$ cat src/rtl/i2c_reg_pkg.sv
package i2c_reg_pkg;
  localparam int BYTE_W = 8;

  typedef enum logic [3:0] {
    ST_IDLE, ST_ADDR, ST_ADDR_ACK, ST_SUB, ST_SUB_ACK,
    ST_WDATA, ST_WDATA_ACK, ST_RDATA, ST_MACK, ST_IGNORE
  } tgtStateT;

  // strobes from control to datapath
  typedef struct packed {
    logic shiftIn;
    logic loadSub;
    logic ldTx;
    logic shiftTx;
    logic incPtr;
    logic wrStrobe;
  } dpCtrlT;
endpackage

$ cat src/rtl/i2c_pin_sync.sv
module i2c_pin_sync #(
  parameter int STAGES = 2
) (
  input  logic clk,
  input  logic rstN,
  input  logic sclIn,
  input  logic sdaIn,
  output logic sclLvl,
  output logic sdaLvl,
  output logic sclRise,
  output logic sclFall,
  output logic startDet,
  output logic stopDet
);
  logic [STAGES:0] sclPipe, sdaPipe;
  logic sclPrev, sdaPrev;

  always_ff @(posedge clk or negedge rstN) begin
    if (!rstN) begin
      sclPipe <= '1;
      sdaPipe <= '1;
    end else begin
      sclPipe <= {sclPipe[STAGES-1:0], sclIn};
      sdaPipe <= {sdaPipe[STAGES-1:0], sdaIn};
    end
  end

  assign sclLvl   = sclPipe[STAGES-1];
  assign sdaLvl   = sdaPipe[STAGES-1];
  assign sclPrev  = sclPipe[STAGES];
  assign sdaPrev  = sdaPipe[STAGES];
  assign sclRise  = sclLvl & ~sclPrev;
  assign sclFall  = ~sclLvl & sclPrev;
  assign startDet = sclLvl & sclPrev & sdaPrev & ~sdaLvl;
  assign stopDet  = sclLvl & sclPrev & ~sdaPrev & sdaLvl;
endmodule

$ cat src/rtl/i2c_target_ctrl.sv
module i2c_target_ctrl
  import i2c_reg_pkg::*;
#(
  parameter logic [5:0] ADDR_HI = 6'b101110
) (
  input  logic                clk,
  input  logic                rstN,
  input  logic                sclLvl,
  input  logic                sdaLvl,
  input  logic                sclRise,
  input  logic                sclFall,
  input  logic                startDet,
  input  logic                stopDet,
  input  logic                addrStrap,
  input  logic [BYTE_W-1:0]   rxByte,
  input  logic                txMsb,
  output dpCtrlT              ctrl,
  output logic                sdaDriveLow
);
  localparam int CNT_W = $clog2(BYTE_W + 1);
  localparam logic [CNT_W-1:0] FULL = CNT_W'(BYTE_W);

  tgtStateT state, stateNxt;
  logic [CNT_W-1:0] bitCnt, cntNxt;
  logic masterNack, nackNxt;
  logic addrHit;

  assign addrHit = (rxByte[BYTE_W-1:1] == {ADDR_HI, addrStrap});

  always_comb begin
    stateNxt = state;
    cntNxt   = bitCnt;
    nackNxt  = masterNack;
    ctrl     = '0;
    if (startDet) begin
      stateNxt = ST_ADDR;
      cntNxt   = '0;
    end else if (stopDet) begin
      stateNxt = ST_IDLE;
      cntNxt   = '0;
    end else begin
      case (state)
        ST_ADDR, ST_SUB, ST_WDATA: begin
          if (sclRise && bitCnt != FULL) begin
            ctrl.shiftIn = 1'b1;
            cntNxt = bitCnt + 1'b1;
          end else if (sclFall && bitCnt == FULL) begin
            cntNxt = '0;
            if (state == ST_ADDR) begin
              stateNxt = addrHit ? ST_ADDR_ACK : ST_IGNORE;
            end else if (state == ST_SUB) begin
              stateNxt = ST_SUB_ACK;
              ctrl.loadSub = 1'b1;
            end else begin
              stateNxt = ST_WDATA_ACK;
              ctrl.wrStrobe = 1'b1;
            end
          end
        end
        ST_ADDR_ACK: if (sclFall) begin
          if (rxByte[0]) begin
            stateNxt = ST_RDATA;
            ctrl.ldTx = 1'b1;
          end else begin
            stateNxt = ST_SUB;
          end
        end
        ST_SUB_ACK: if (sclFall) stateNxt = ST_WDATA;
        ST_WDATA_ACK: if (sclFall) begin
          stateNxt = ST_WDATA;
          ctrl.incPtr = 1'b1;
        end
        ST_RDATA: begin
          if (sclRise && bitCnt != FULL) begin
            cntNxt = bitCnt + 1'b1;
          end else if (sclFall) begin
            if (bitCnt == FULL) begin
              stateNxt = ST_MACK;
              cntNxt = '0;
            end else begin
              ctrl.shiftTx = 1'b1;
            end
          end
        end
        ST_MACK: begin
          if (sclRise) begin
            nackNxt = sdaLvl;
            ctrl.incPtr = ~sdaLvl;
          end else if (sclFall) begin
            if (masterNack) begin
              stateNxt = ST_IGNORE;
            end else begin
              stateNxt = ST_RDATA;
              ctrl.ldTx = 1'b1;
            end
          end
        end
        default: ;
      endcase
    end
  end

  always_ff @(posedge clk or negedge rstN) begin
    if (!rstN) begin
      state      <= ST_IDLE;
      bitCnt     <= '0;
      masterNack <= 1'b0;
    end else begin
      state      <= stateNxt;
      bitCnt     <= cntNxt;
      masterNack <= nackNxt;
    end
  end

  assign sdaDriveLow = (state == ST_ADDR_ACK) || (state == ST_SUB_ACK) ||
                       (state == ST_WDATA_ACK) || ((state == ST_RDATA) && !txMsb);


  start_restart_chk: assert property (@(posedge clk) disable iff (!rstN)
    startDet |=> (state == ST_ADDR) && (bitCnt == '0));


  stop_idle_chk: assert property (@(posedge clk) disable iff (!rstN)
    (stopDet && !startDet) |=> (state == ST_IDLE));


  drive_scl_low_chk: assert property (@(posedge clk) disable iff (!rstN)
    !$stable(sdaDriveLow) |-> !sclLvl);


  addr_match_chk: assert property (@(posedge clk) disable iff (!rstN)
    (state == ST_ADDR_ACK && $past(state) != ST_ADDR_ACK) |->
      ($past(rxByte[BYTE_W-1:1]) == {ADDR_HI, $past(addrStrap)}));


  ignore_quiet_chk: assert property (@(posedge clk) disable iff (!rstN)
    (state == ST_IGNORE || state == ST_IDLE) |-> !sdaDriveLow);
endmodule

$ cat src/rtl/i2c_target_dp.sv
module i2c_target_dp
  import i2c_reg_pkg::*;
#(
  parameter int PTR_W = BYTE_W - 1
) (
  input  logic              clk,
  input  logic              rstN,
  input  dpCtrlT            ctrl,
  input  logic              sdaLvl,
  input  logic [BYTE_W-1:0] regRdata,
  output logic [BYTE_W-1:0] rxByte,
  output logic              txMsb,
  output logic [PTR_W-1:0]  regAddr,
  output logic [BYTE_W-1:0] regWdata,
  output logic              regWe
);
  logic [BYTE_W-1:0] txReg;
  logic [PTR_W-1:0]  ptr;
  logic              autoInc;

  always_ff @(posedge clk or negedge rstN) begin
    if (!rstN) begin
      rxByte  <= '0;
      txReg   <= '1;
      ptr     <= '0;
      autoInc <= 1'b0;
      regWe   <= 1'b0;
    end else begin
      regWe <= ctrl.wrStrobe;
      if (ctrl.shiftIn) rxByte <= {rxByte[BYTE_W-2:0], sdaLvl};
      if (ctrl.ldTx) txReg <= regRdata;
      else if (ctrl.shiftTx) txReg <= {txReg[BYTE_W-2:0], 1'b1};
      if (ctrl.loadSub) begin
        ptr     <= rxByte[PTR_W-1:0];
        autoInc <= rxByte[BYTE_W-1];
      end else if (ctrl.incPtr && autoInc) begin
        ptr <= ptr + 1'b1;
      end
    end
  end

  assign txMsb    = txReg[BYTE_W-1];
  assign regAddr  = ptr;
  assign regWdata = rxByte;


  we_pulse_chk: assert property (@(posedge clk) disable iff (!rstN)
    regWe |=> !regWe);


  ptr_wrap_chk: assert property (@(posedge clk) disable iff (!rstN)
    (ctrl.incPtr && autoInc && !ctrl.loadSub) |=> (ptr == PTR_W'($past(ptr) + 1'b1)));


  ptr_hold_chk: assert property (@(posedge clk) disable iff (!rstN)
    (ctrl.incPtr && !autoInc && !ctrl.loadSub) |=> $stable(ptr));
endmodule

$ cat src/rtl/i2c_reg_target.sv
module i2c_reg_target
  import i2c_reg_pkg::*;
#(
  parameter logic [5:0] ADDR_HI     = 6'b101110,
  parameter int         SYNC_STAGES = 2
) (
  input  logic       clk,
  input  logic       rstN,
  input  logic       sclIn,
  input  logic       sdaIn,
  output logic       sdaDriveLow,
  input  logic       addrStrap,
  output logic [6:0] regAddr,
  output logic [7:0] regWdata,
  output logic       regWe,
  input  logic [7:0] regRdata
);
  logic sclLvl, sdaLvl, sclRise, sclFall, startDet, stopDet;
  logic [BYTE_W-1:0] rxByte;
  logic txMsb;
  dpCtrlT ctrl;

  i2c_pin_sync #(.STAGES(SYNC_STAGES)) sync_i (
    .clk(clk), .rstN(rstN), .sclIn(sclIn), .sdaIn(sdaIn),
    .sclLvl(sclLvl), .sdaLvl(sdaLvl), .sclRise(sclRise), .sclFall(sclFall),
    .startDet(startDet), .stopDet(stopDet)
  );

  i2c_target_ctrl #(.ADDR_HI(ADDR_HI)) ctrl_i (
    .clk(clk), .rstN(rstN), .sclLvl(sclLvl), .sdaLvl(sdaLvl),
    .sclRise(sclRise), .sclFall(sclFall), .startDet(startDet), .stopDet(stopDet),
    .addrStrap(addrStrap), .rxByte(rxByte), .txMsb(txMsb),
    .ctrl(ctrl), .sdaDriveLow(sdaDriveLow)
  );

  i2c_target_dp #(.PTR_W(BYTE_W - 1)) dp_i (
    .clk(clk), .rstN(rstN), .ctrl(ctrl), .sdaLvl(sdaLvl), .regRdata(regRdata),
    .rxByte(rxByte), .txMsb(txMsb), .regAddr(regAddr), .regWdata(regWdata),
    .regWe(regWe)
  );
endmodule

$ cat config.mk
export PLATFORM = sky130hd
export DESIGN_NAME = i2c_reg_target
export DESIGN_NICKNAME = d
export VERILOG_FILES = /design/src/rtl/i2c_reg_pkg.sv /design/src/rtl/i2c_pin_sync.sv /design/src/rtl/i2c_target_ctrl.sv /design/src/rtl/i2c_target_dp.sv /design/src/rtl/i2c_reg_target.sv
export SDC_FILE = /design/constraint.sdc
export NUM_CORES = 1
export LEC_CHECK = 0
export BUFFER_PORTS_ARGS = -buffer_cell sky130_fd_sc_hd__buf_2
export CELL_PAD_IN_SITES_DETAIL_PLACEMENT = 0
export CELL_PAD_IN_SITES_GLOBAL_PLACEMENT = 1
export CORE_ASPECT_RATIO = 0.5
export CORE_MARGIN = 2
export CORE_UTILIZATION = 35
export CTS_CLUSTER_SIZE = 30
export DETAILED_ROUTE_END_ITERATION = 10
export HOLD_SLACK_MARGIN = 0.03
export PLACE_DENSITY_LB_ADDON = 0.08
export SLEW_MARGIN = 25
export SYNTH_ARGS = -nofsm -noshare
export SYNTH_HDL_FRONTEND = slang
export SYNTH_SLANG_ARGS = --single-unit
$ cat constraint.sdc
create_clock -name clk -period 1.75 [get_ports clk]
set_clock_uncertainty 0.15 [all_clocks]
set_input_delay 0.0875 -clock clk [delete_from_list [all_inputs] [get_ports clk]]
set_output_delay 0.0875 -clock clk [all_outputs]
set_load 0.01 [all_outputs]
==> run_results.csv, run 1 <==
group,metric,value,unit
run_status,status,"finished, violations left",
run_status,violations,"setup timing",
timing,relSlewSlack,62.5,%
clocking,clkLatencyLatePin,0.28,ns
global_routing,grt_overflow,0,
global_routing,grt_max_degree,26,
timing,fin_ws,-0.0762,ns
global_routing,grt_pass1_wl,8.71,mm
critical_path,r2r-start,"ctrl_i.state[1]",
clocking,cts_htree_levels,2,
die,coreArea,5560,sq um
power_and_ir_drop,p_leak,1.44,nW
critical_path,reg2reg_setup_slack,-0.08,ns
placement,dpl-instance-area,2580,sq um
critical_path,cp_max_fo,5,
timing,rsz0062_at_grt,"true",
final_layout,layout-drive-gt1-share,51.7,%
die,num_rows,19,
global_routing,grt_usage,17.2,%
placement,post-place-cells,335,
timing,fin_tns_setup,-0.634,ns
global_routing,grt_pass1_vias,1809,
clocking,cts.sinks,40,
critical_path,end_kind,"flop",
critical_path,critPathLaunchType,"flop",
clocking,cts_tree,"built",
power_and_ir_drop,p_total,3.58,mW
synthesis,yosysSeqAreaShare,49.6,%
timing,maxSlewViolCount,0,
critical_path,critPathKind,"flop to flop",
die,io_pins,30,
synthesis,synthTopCellsByArea,"dfrtp_1, dfstp_2, mux2_2",
timing,layout_min_cycle_time,1.83,ns
synthesis,yosysUniqueCellTypes,43,
critical_path,arrival,1.88,ns
placement,pre_cts_slack,-0.138,ns
synthesis,yosys_warnings,0,
critical_path,r2r.worst_path.cells,6,
placement,place_congestion,0.853,
placement,dp_hpwl,3.77,mm
final_layout,design_area,3140,sq um
routing,drc,0,
synthesis,synth_area,2050,sq um
synthesis,async_reset_ff_share,100,%
routing,routedWlPerCell,14.3,um
routing,drt-total-wl,5.23,mm
timing,fmax,0.548,GHz
timing,hold_viol,0,
critical_path,required,1.81,ns
final_layout,diodes,0,
global_routing,antenna_found_initial,0,
die,die_w,112,um
routing,drt-initial-drc-count,67,
timing,period_share,104,%
final_layout,instances_no_fill,365,
placement,portBuffers,29,
synthesis,synth_edf_count,0,
die,die_area,6530,sq um
routing,ant_nets,0,
synthesis,syn_area_per_cell,10.4,sq um
power_and_ir_drop,power_density,1140,nW/um^2
synthesis,netlist_instances,198,
hold_path,hp-class,"input pin to async pin",
synthesis,synth.most_common_cell,"nand2_1",
run,cap_violations,0,
synthesis,syn-num-nets,214,
final_layout,fin_nets,307,
clocking,cts_root_buffer,"clkbuf_16",
timing,tightest_slew,0.562,ns
final_layout,area_growth,52.8,%
critical_path,r2r-end,"ctrl_i.state[1]",
synthesis,synth_top_area_share,31.7,%
die,initial_core_util,36.9,%
synthesis,ys.flop_type,"dfrtp_1",
routing,vias_per_cell,4.99,
routing,vias,1823,
synthesis,ys_seq_elements,40,
clocking,cts_made_buffers,5,
clocking,cts_buffer_depth,2,
timing,setup_violations,15,
synthesis,synth_top_area_cell,"dfrtp_1",
routing,detail_route.first_pass.iterations,4,
synthesis,synthTopCellsByCount,"nand2_1, dfrtp_1, dfstp_2, nor2_1, a21oi_1",
clocking,cts.clk_slew.worst_paths,0.06,ns
power_and_ir_drop,ir_drop,0.807,mV
final_layout,fillers,486,
die,dieHeight,58.2,um
## sequential cells by signal, summed over array words and instances (netlist names)
signal / flops
ctrl_i.bitCnt: 4
ctrl_i.masterNack: 1
ctrl_i.state: 4
dp_i.autoInc: 1
dp_i.regAddr: 7
dp_i.regWdata: 8
dp_i.regWe: 1
dp_i.txReg: 8
sync_i.sclPipe: 3
sync_i.sdaPipe: 3
## worst max path at each step
stage | startpoint | cells past startpoint | end | slack, ns
2_1_floorplan | ctrl_i.state[3] | 6 | dp_i.txReg[1] | -0.05
3_3_place_gp | ctrl_i.state[1] | 6 | ctrl_i.state[1] | -0.12
3_5_place_dp | sync_i.sclPipe[2] | 5 | dp_i.regAddr[6] | -0.14
4_1_cts | ctrl_i.state[1] | 6 | dp_i.txReg[6] | -0.05
5_1_grt | ctrl_i.state[3] | 6 | ctrl_i.state[1] | -0.15
6_report | ctrl_i.state[1] | 6 | ctrl_i.state[1] | -0.08
## what timing repair did
action	CTS	global route
setup endpoints to repair	29	33
pin swaps	16	19
gates cloned	0	0
hold buffers	11	0
endpoints found under the hold margin	33	0
resized for setup	25	29
buffers inserted	9	4
## worst max-delay path, stage by stage (launching register included)
cell,delay (ns)
dfrtp_2,0.45
buf_6,0.14
o21a_1,0.18
nor3_2,0.22
o21bai_2,0.11
or3_4,0.40
a21oi_2,0.11
## cell families (layout without fill, tap and decap cells)
group | count (synthesis) | after routing | synth area share, %
adders and majority gates | 3 | 3 | 1.83
buffers and inverters | 10 | 104 | 2.44
DFF | 40 | 40 | 49.6
muxes | 12 | 12 | 6.46
xor gates and xnor gates | 8 | 8 | 3.41
AOI/OAI and AO/OA | 46 | 46 | 14.8
and+or+nand+nor | 79 | 79 | 21.5
## cells in the final DEF, fill, tap and decap left out, types with 8 or more instances in the layout
master         count
dfstp_2           14
o21ai_1            8
dfrtp_1           24
mux2_2            10
xor2_1             8
buf_2             29
buf_4             45
buf_6              8
nand2_1           23
nor2_1            12
dlygate4sd3_1     11
a21oi_1           10
## power by group
group / internal, mW / total [mW] / switching [mW]
Clock: 0.760 / 1.11 / 0.354
Combinational: 0.548 / 1.09 / 0.538
Sequential: 1.22 / 1.38 / 0.164
## area by class of cell
cell class              count  area, sq um  area share, %
clock inverters             1         30.0          0.957
clock buffers               7          154           4.91
flip-flops and latches     40         1020           32.5
multi-input cells         148         1150           36.5
well taps                  73         91.3           2.91
inverters                   3         11.3          0.359
repair buffers             93          683           21.8
## layer usage
layer	vias to the layer above	track usage, %	share of wire (%)
li1	901	-	-
met1	883	21.9	48
met2	32	29.3	47
met3	7	4.60	3.9
met4	0	5.05	0.80
met5	-	0	0
## metrics by stage
stage / utilization, % / hold slack [ns]
2_1_floorplan: - / -0.358
5_1_grt: 56.4 / 0.208
6_report: 56.4 / 0.185
3_3_place_gp: 46.3 / -0.0445
3_5_place_dp: 46.3 / -0.0365
4_1_cts: 54.3 / 0.196
Power figures use the tool's default switching activity.
==> run 2, diff against run 1 <==
- ABC_AREA: not set -> 1
==> run 2 against run 1 <==
Effect of this change: the run now ends clean; global-route usage fell by 0.65 points; core utilization down 7.4 points; first-iteration DRC count rose by 87%; synthesized area rose by 10%; critical endpoint is now dp_i.regAddr[3]; final cell count is 20% higher; hold slack gained 0.019 ns; power up 15%; highest routed layer unchanged.
==> run_results.csv, run 2 <==
group,metric,value,unit
run_status,status,"complete, no violations",
synthesis,synthTopCellsByCount,"nand2_1, inv_1, nand3_1, dfrtp_1, nor2_1",
placement,pre_cts_slack,-0.00745,ns
synthesis,netlist_instances,282,
critical_path,cp_num_buf_inv,1,
power_and_ir_drop,p_switching,1.61,mW
final_layout,fin_util,48.9,%
global_routing,grt_pass1_vias,1861,
critical_path,crit_cells,8,
hold_path,hp-class,"flop to flop",
final_layout,layout-drive-gt1-share,36.6,%
critical_path,end_kind,"flop",
routing,detail_route.first_pass.iterations,4,
die,dieHeight,60.9,um
critical_path,slowest_delay,0.45,ns
synthesis,synth_area,2260,sq um
timing,period_share,96.6,%
critical_path,worst_path_most_repeated_cell,"nand2_1",
routing,drt-initial-drc-count,125,
routing,vias,1989,
placement,portBuffers,29,
timing,whs,0.204,ns
clocking,cts_tree,"built",
timing,relSlewSlack,63.8,%
critical_path,critPathLaunchType,"flop",
synthesis,syn_area_per_cell,8.02,sq um
global_routing,grt_overflow,0,
synthesis,yosysUniqueCellTypes,31,
routing,routedWlPerCell,12.4,um
synthesis,synth_top_area_cell,"dfrtp_1",
global_routing,grt_usage,16.5,%
placement,dp_hpwl,3.92,mm
synthesis,synth.most_common_cell,"nand2_1",
critical_path,required,1.82,ns
synthesis,synth_edf_count,0,
power_and_ir_drop,p_leak,1.51,nW
clocking,cts_root_buffer,"clkbuf_16",
timing,layout_min_cycle_time,1.69,ns
timing,maxSlewViolCount,0,
critical_path,slowest_stage,"dfrtp_2",
synthesis,ys_seq_elements,40,
timing,fmax,0.591,GHz
power_and_ir_drop,combPwrFrac,40.1,%
synthesis,syn-num-nets,298,
timing,setup_violations,0,
final_layout,final_common_cell,"nand2_1",
critical_path,cp_max_fo,6,
placement,place_congestion,0.837,
critical_path,r2r.worst_path.cells,8,
synthesis,yosys_warnings,0,
global_routing,antenna_found_initial,0,
power_and_ir_drop,p_sw_share,39.2,%
die,io_pins,30,
critical_path,critPathKind,"flop to flop",
power_and_ir_drop,seqPwrFrac,36.9,%
synthesis,synth_top_area_share,28.8,%
routing,ant_nets,0,
synthesis,synthTopCellsByArea,"dfrtp_1, dfstp_2, nand2_1",
die,initial_core_util,36.7,%
clocking,cts_made_buffers,5,
synthesis,yosysSeqAreaShare,45.0,%
power_and_ir_drop,power_density,1360,nW/um^2
final_layout,diodes,0,
power_and_ir_drop,p_total,4.10,mW
power_and_ir_drop,p_clk_share,23.1,%
critical_path,arrival,1.76,ns
clocking,clkLatencyLatePin,0.29,ns
critical_path,cp_top_family,"simple AND/OR/NAND/NOR gates",
timing,rsz0062_at_grt,"true",
die,coreArea,6160,sq um
synthesis,async_reset_ff_share,100,%
die,die_w,118,um
global_routing,grt_pass1_wl,9.07,mm
final_layout,area_growth,33.2,%
synthesis,ys.flop_type,"dfrtp_1",
critical_path,path_cells,"nor2_1, nand3_1, nor2_4, buf_4, nand2_1, o21ai_0, nand2_1, o21ai_2",
clocking,cts.clk_slew.worst_paths,0.06,ns
die,num_rows,20,
final_layout,fin_nets,365,
power_and_ir_drop,internal-power,2.49,mW
routing,drt-total-wl,5.43,mm
timing,tightest_slew,0.542,ns
global_routing,met1_usage,23.9,%
clocking,cts_buffer_depth,2,
global_routing,use_met2,24.3,%
routing,vias_per_cell,4.54,
hold_path,worstHoldPathCells,0,
die,die_area,7160,sq um
timing,fin_ws,0.0593,ns
global_routing,grt_max_degree,41,
global_routing,busiest_layer,"met2",
clocking,cts_htree_levels,2,
power_and_ir_drop,ir_drop,0.399,mV
final_layout,final_cell_mix,"nand2_1, buf_2, inv_1, nand3_1",
timing,hold_viol,0,
run,cap_violations,0,
routing,drc,0,
global_routing,use_met3,4.32,%
clocking,cts.sinks,40,
==> run 2: cell count changes after synthesis, sizes merged, moves of 4 or more <==
cell	change
mux2	-10
a21oi	-7
nand3	+24
nor3	-5
nand2b	-4
a22oi	-7
nand4	+4
nor2	+13
o21ai	+10
inv	+33
o211ai	+7
nand2	+63
==> run 2: cells by family after synthesis <==
family | share of synthesized area, %
AOI/OAI and AO/OA | 11.2
and+or+nand+nor | 31.9
DFF | 45.0
adders and majority gates | 1.66
buffers and inverters | 7.58
xor gates and xnor gates | 2.71
==> run 2: final cells by class <==
| cell class | count | area, sq um |
|---|---|---|
| sequential | 40 | 1020 |
| timing repair buffer | 64 | 452 |
| clock inverter | 2 | 15.0 |
| fill | 630 | 3140 |
| clock buffer | 6 | 139 |
| inverter | 36 | 140 |
| multi-input combinational | 202 | 1130 |
| tap | 88 | 110 |
==> run 2: power groups by stage <==
stage | registers, mW | clock network [mW] | logic (mW)
after detailed placement | 1.52 | 0 | 1.53
after global routing | 1.55 | 1.03 | 1.86
after CTS | 1.51 | 0.989 | 1.56
after floorplan | 1.49 | 0 | 1.05
after global placement | 1.51 | 0 | 1.52
final | 1.51 | 0.945 | 1.64
==> run 2: path summary, 6_finish.rpt <==
| check | endpoint | slack, ns | startpoint |
|---|---|---|---|
| worst max-delay path | dp_i.regAddr[3] | 0.06 | ctrl_i.state[2] |
| worst min-delay path | sync_i.sclPipe[1] | 0.20 | sync_i.sclPipe[0] |
| worst max register to register | dp_i.regAddr[3] | 0.06 | ctrl_i.state[2] |
| worst min register to register | sync_i.sclPipe[1] | 0.20 | sync_i.sclPipe[0] |
| max in group asynchronous | sync_i.sclPipe[1] | 0.81 | rstN |
| min in group asynchronous | ctrl_i.state[0] | 0.25 | rstN |
==> run 2: routing by layer <==
layer | share of wire, % | vias up
met1 | 55 | 917
met3 | 2.8 | 6
li1 | - | 1041
met2 | 41 | 25
met4 | 0.88 | 0
met5 | 0 | -
==> run 2: timing repair <==
item,in CTS,in global routing
resized for setup,3,24
buffers inserted,0,4
endpoints found under the setup margin,3,18
hold buffers,11,0
pin swaps,0,15
endpoints found under the hold margin,36,0
==> run 2: stage by stage <==
| stage | cell area [sq um] | cells | setup TNS, ns |
|---|---|---|---|
| 2_1_floorplan | 2260 | 282 | 0 |
| 3_3_place_gp | 2650 | 415 | -0.000881 |
| 3_5_place_dp | 2650 | 415 | -0.0130 |
| 4_1_cts | 2920 | 434 | 0 |
| 5_1_grt | 3010 | 438 | -0.348 |
| 6_report | 3010 | 438 | 0 |
